### src/rtl/sar_pkg.sv
package sar_pkg;

    // Meaning of the auxiliary control input
    typedef enum logic {
        VAR_MASTER_RESET = 1'b0,
        VAR_FEED_FORWARD = 1'b1
    } sar_variant_e;

    // Per-edge control decisions handed from the launch logic to the datapath
    typedef struct packed {
        logic launch;   // load the top trial bit
        logic clear;    // master reset, highest priority after rst
        logic step;     // decide the bit under trial
        logic ff_hit;   // feed-forward marks the conversion finished
    } sar_ctrl_t;

    function automatic logic [31:0] top_bit_word(input int unsigned width);
        logic [31:0] w;
        w = '0;
        w[width-1] = 1'b1;
        return w;
    endfunction

endpackage

### src/rtl/sar_launch.sv
module sar_launch
    import sar_pkg::*;
#(
    parameter sar_variant_e VARIANT = VAR_MASTER_RESET
) (
    input  logic      clk,
    input  logic      rst,
    input  logic      start_i,
    input  logic      aux_i,
    input  logic      eoc_i,
    input  logic      busy_i,
    input  logic      done_i,
    output sar_ctrl_t ctrl_o
);

    logic start_prev;
    logic mr_prev;

    always_ff @(posedge clk) begin
        if (rst) begin
            start_prev <= 1'b0;
            mr_prev    <= 1'b0;
        end else begin
            start_prev <= start_i;
            mr_prev    <= aux_i;
        end
    end

    always_comb begin
        ctrl_o.step = busy_i;
        if (VARIANT == VAR_MASTER_RESET) begin
            ctrl_o.clear  = aux_i;
            ctrl_o.ff_hit = 1'b0;
            ctrl_o.launch = !aux_i && start_i && (!start_prev || mr_prev);
        end else begin
            ctrl_o.clear  = 1'b0;
            ctrl_o.ff_hit = aux_i && busy_i;
            // idle without a result is not a resting state
            ctrl_o.launch = (start_i && (!start_prev || eoc_i))
                          || (!busy_i && !done_i);
        end
    end

    AST_NO_LAUNCH_DURING_CLEAR: assert property (@(posedge clk) disable iff (rst)
        ctrl_o.clear |-> !ctrl_o.launch);

endmodule

### src/rtl/sar_trial.sv
module sar_trial
    import sar_pkg::*;
#(
    parameter int unsigned WIDTH = 8
) (
    input  logic             clk,
    input  logic             rst,
    input  sar_ctrl_t        ctrl_i,
    input  logic             cmp_i,
    output logic [WIDTH-1:0] result_o,
    output logic             busy_o,
    output logic             done_o
);

    localparam logic [31:0]      TOP_W   = top_bit_word(WIDTH);
    localparam logic [WIDTH-1:0] TOP_BIT = TOP_W[WIDTH-1:0];

    logic [WIDTH-1:0] probe;   // one-hot marker of the bit under trial
    logic [WIDTH-1:0] res;
    logic             done;

    always_ff @(posedge clk) begin
        if (rst || ctrl_i.clear) begin
            res   <= '0;
            probe <= '0;
            done  <= 1'b0;
        end else if (ctrl_i.launch) begin
            res   <= TOP_BIT;
            probe <= TOP_BIT;
            done  <= 1'b0;
        end else if (ctrl_i.step) begin
            res   <= (res & ~probe) | (cmp_i ? probe : '0) | (probe >> 1);
            probe <= probe >> 1;
            done  <= done | probe[0] | ctrl_i.ff_hit;
        end
    end

    assign result_o = res;
    assign busy_o   = |probe;
    assign done_o   = done;

    AST_TRIAL_ONEHOT: assert property (@(posedge clk) disable iff (rst)
        $onehot0(probe));

    AST_LAUNCH_LOADS_TOP: assert property (@(posedge clk) disable iff (rst)
        ctrl_i.launch && !ctrl_i.clear |=> result_o == TOP_BIT);

    AST_DECIDED_BITS_STABLE: assert property (@(posedge clk) disable iff (rst)
        ctrl_i.step && !ctrl_i.clear && !ctrl_i.launch
        |=> ((result_o ^ $past(result_o)) & ~($past(probe) | ($past(probe) >> 1))) == '0);

endmodule

### src/rtl/sar_flags.sv
module sar_flags
    import sar_pkg::*;
(
    input  logic      clk,
    input  logic      rst,
    input  sar_ctrl_t ctrl_i,
    input  logic      cmp_i,
    input  logic      busy_i,
    input  logic      done_i,
    output logic      eoc_o,
    output logic      ser_o
);

    logic eoc_q;
    logic ser_q;

    // falling-edge flag: gives the result half a period to settle
    always_ff @(negedge clk) begin
        if (rst) eoc_q <= 1'b0;
        else     eoc_q <= done_i | ctrl_i.ff_hit;
    end

    always_ff @(posedge clk) begin
        if (rst || ctrl_i.clear || ctrl_i.launch)
            ser_q <= 1'b0;
        else if (busy_i && !done_i && !ctrl_i.ff_hit)
            ser_q <= cmp_i;
        else
            ser_q <= 1'b0;
    end

    assign eoc_o = eoc_q;
    assign ser_o = ser_q;

    AST_SER_QUIET_AFTER_LAUNCH: assert property (@(posedge clk) disable iff (rst)
        ctrl_i.launch |=> !ser_o);

    AST_EOC_HOLDS: assert property (@(posedge clk) disable iff (rst)
        eoc_o && !ctrl_i.launch && !ctrl_i.clear |=> eoc_o);

endmodule

### src/rtl/sar_ctrl.sv
module sar_ctrl
    import sar_pkg::*;
#(
    parameter int unsigned  WIDTH   = 8,
    parameter sar_variant_e VARIANT = VAR_MASTER_RESET
) (
    input  logic             clk,
    input  logic             rst,
    input  logic             start_i,
    input  logic             cmp_i,
    input  logic             mode_ctl_i,
    output logic [WIDTH-1:0] result_o,
    output logic             eoc_o,
    output logic             ser_o
);

    sar_ctrl_t ctrl;
    logic      busy;
    logic      done;

    sar_launch #(.VARIANT(VARIANT)) u_launch (
        .clk     (clk),
        .rst     (rst),
        .start_i (start_i),
        .aux_i   (mode_ctl_i),
        .eoc_i   (eoc_o),
        .busy_i  (busy),
        .done_i  (done),
        .ctrl_o  (ctrl)
    );

    sar_trial #(.WIDTH(WIDTH)) u_trial (
        .clk      (clk),
        .rst      (rst),
        .ctrl_i   (ctrl),
        .cmp_i    (cmp_i),
        .result_o (result_o),
        .busy_o   (busy),
        .done_o   (done)
    );

    sar_flags u_flags (
        .clk    (clk),
        .rst    (rst),
        .ctrl_i (ctrl),
        .cmp_i  (cmp_i),
        .busy_i (busy),
        .done_i (done),
        .eoc_o  (eoc_o),
        .ser_o  (ser_o)
    );

    if (VARIANT == VAR_MASTER_RESET) begin : g_mr_checks
        AST_MASTER_RESET_CLEARS: assert property (@(posedge clk) disable iff (rst)
            mode_ctl_i |=> result_o == '0 && !busy && !ser_o);
    end else begin : g_ff_checks
        AST_FF_NO_STALL: assert property (@(posedge clk) disable iff (rst)
            !busy && !done |=> busy);
    end

endmodule

### config.mk
export PLATFORM = sky130hd
export DESIGN_NAME = sar_ctrl
export DESIGN_NICKNAME = d
export VERILOG_FILES = /design/src/rtl/sar_pkg.sv /design/src/rtl/sar_launch.sv /design/src/rtl/sar_trial.sv /design/src/rtl/sar_flags.sv /design/src/rtl/sar_ctrl.sv
export SDC_FILE = /design/constraint.sdc
export NUM_CORES = 1
export LEC_CHECK = 0
export ABC_AREA = 1
export BUFFER_PORTS_ARGS = -buffer_cell sky130_fd_sc_hd__buf_2
export CELL_PAD_IN_SITES_DETAIL_PLACEMENT = 1
export CELL_PAD_IN_SITES_GLOBAL_PLACEMENT = 2
export CORE_MARGIN = 2
export CORE_UTILIZATION = 34
export CTS_BUF_LIST = sky130_fd_sc_hd__clkbuf_2
export CTS_CLUSTER_SIZE = 24
export DETAILED_ROUTE_END_ITERATION = 6
export PLACE_DENSITY_LB_ADDON = 0.1
export SLEW_MARGIN = 5
export SYNTH_ARGS = -nofsm -noshare
export SYNTH_HDL_FRONTEND = slang
export SYNTH_SLANG_ARGS = --single-unit
### constraint.sdc
create_clock -name clk -period 1.59 [get_ports clk]
set_input_delay 0.159 -clock clk [delete_from_list [all_inputs] [get_ports clk]]
set_output_delay 0.159 -clock clk [all_outputs]
set_load 0.005 [all_outputs]
==> results_dict.tcl <==
set metrics [dict create \
    cp.arrival_ps 1570 \
    post_drt_wl_per_cell_um 9.33 \
    core_area_um2 2230 \
    grt_busiest_layer "met2" \
    io_buffers 14 \
    met2_usage_pct 19.2 \
    drtIter0Drc 3 \
    slew_viol_final 0 \
    routabilityCongestion 0.638 \
    cts_setup_buffers 0 \
    final_area_um2 921 \
    cts.htree.levels 1 \
    insertion_delay_ps 360 \
    critPathBufInv 1 \
    ant_nets 0 \
    antenna_found_initial 0 \
    worstHoldPathType "in2reg" \
    ys_ff_latch 21 \
    io_pins 15 \
    final_layout_size_suffix_gt1_share_pct 24.2 \
    worst-slew-pin-transition_ps 249 \
    p_leak_nw 0.430 \
    fp.dieH_um 52.9 \
    path_delay_family "flip-flops" \
    syn-cell-area_um2 813 \
    placed_area_um2 902 \
    critPathCaptureType "primary output" \
    start_util_pct 36.4 \
    cts_tree "built" \
    fin_ws_ps -137 \
    cts_root_buf "clkbuf_2" \
    total_power_mw 0.800 \
    nNetsFinal 130 \
    grt_max_degree 16 \
    cp_slowest_stage_delay_ps 300 \
    finalSetupViolCount 1 \
    dp_hpwl_um 1070 \
    cts_made_buffers 3 \
    synth_seq_area_share_pct 51.7 \
    clkTransAtPathRegs_ps 190 \
    status "finished, violations left" \
    clock_skew_ps 59.1 \
    cts_max_path_buffers 2 \
    synth_cells 108 \
    die_w_um 52.9 \
    routed_wl_um 1420 \
    crit_path_cell_trace "buf_2" \
    slowest_stage "dfxtp_1" \
    start_kind "flop" \
    diodes 0 \
    grt_util_all_layers_pct 12.9 \
    first_global_vias 619 \
    die_area_um2 2800 \
    hold_viol 0 \
    worst-setup-path-type "reg2out" \
    postCtsHoldBufs 0 \
    cts.sinks 21 \
    num_vias 645 \
    via_per_inst 4.24 \
    syn2layout_area_growth_pct 13.2 \
    syn-num-nets 113 \
    powerDensity_nw_per_um2 869 \
    relSlewSlack_pct 83.4 \
    failed_checks "negative setup slack" \
    post-route-drc-count 0 \
    firstDrtPassIters 2 \
    cap_violations 0 \
    worstPathRequired_ps 1430 \
    grt_overflow 0 \
    setup_tns_ps -137 \
    vdd_drop_max_mv 0.475 \
    grtUsageMet3_pct 2.54 \
    avgSynthCellArea_um2 7.53 \
    ctsResizeCount 0 \
    yosys_warnings 0 \
    grt_setup_unrepaired "yes" \
    worstPathMaxFanout 1 \
    synth_cell_types 12 \
    row_count 17 \
    grt_first_pass_wirelength_um 2660 \
    use_met1_pct 18.3 \
]
==> final timing paths <==
| check | slack, ps | endpoint | startpoint | cells past startpoint |
|---|---|---|---|---|
| worst max-delay path | -140 | eoc_o | u_flags.eoc_o | 1 |
| worst max register to register | 290 | u_flags.eoc_o | u_trial.done_o | 2 |
| worst min-delay path | 50 | u_launch.mr_prev | rst | 2 |
| worst min register to register | 510 | u_trial.probe[1] | u_trial.probe[2] | 2 |
==> routing by layer <==
layer / routed length (µm) / part of all wire (%)
met1: 716 / 50
met5: 0 / 0
met2: 632 / 45
met3: 56 / 3.9
met4: 12 / 0.85
==> cell families (layout without fill, tap and decap cells) <==
| kind of cell | Yosys count | in the layout | synth area share (%) |
|---|---|---|---|
| buffers and inverters | 21 | 37 | 10.8 |
| AOI/OAI and AO/OA | 2 | 2 | 1.23 |
| DFF | 21 | 21 | 51.7 |
| and+or+nand+nor | 64 | 64 | 36.3 |
==> through the flow <==
step / std cells / utilization (%) / worst slack (ps) / hold slack, ps
finish: 152 / 41.2 / -137 / 52.5
global route: 152 / 41.2 / -204 / 23.6
CTS: 152 / 41.2 / -153 / 38.5
detailed placement: 148 / 40.4 / 246 / 400
global placement: 148 / 40.4 / 247 / 398
floorplan: 108 / - / 317 / 230
==> power breakdown <==
group / total [mW] / internal, mW / switching [mW]
clock network: 0.218 / 0.0580 / 0.160
logic: 0.0459 / 0.0152 / 0.0307
registers: 0.536 / 0.533 / 0.00304
==> final cells by class <==
type	instances	area (µm²)
sequential	21	420
timing repair buffer	14	70.1
inverter	18	67.6
clock inverter	2	7.51
tap	28	35.0
clock buffer	3	15.0
multi-input combinational	66	305
fill	296	1310
==> layout by cell type, fill, tap and decap left out <==
master / synthesis / routed
nor2_4: 2 / 2
nand3_1: 2 / 2
nor2_1: 28 / 28
clkbuf_2: 0 / 3
buf_2: 1 / 14
nand2_4: 2 / 2
nand2_1: 21 / 21
inv_1: 19 / 20
nor2_2: 9 / 9
dfxtp_1: 21 / 21
a21oi_1: 1 / 1
o21ai_0: 1 / 1
==> flip-flops by register name, summed over array words and instances (netlist names) <==
name,flops
u_launch.start_prev,1
u_trial.done_o,1
u_trial.probe,8
u_trial.result_o,8
u_flags.ser_o,1
u_flags.eoc_o,1
u_launch.mr_prev,1
==> cell usage after synthesis <==
library cell	number	share of area, %
buf_6	1	1.4
nand3_1	2	1.2
a21oi_1	1	0.61
nand2_4	2	2.8
inv_1	19	8.8
dfxtp_1	21	52
nor2_1	28	13
o21ai_0	1	0.61
nand2_1	21	9.7
buf_2	1	0.61
nor2_4	2	2.8
nor2_2	9	6.9
(Power assumes the default switching activity.)
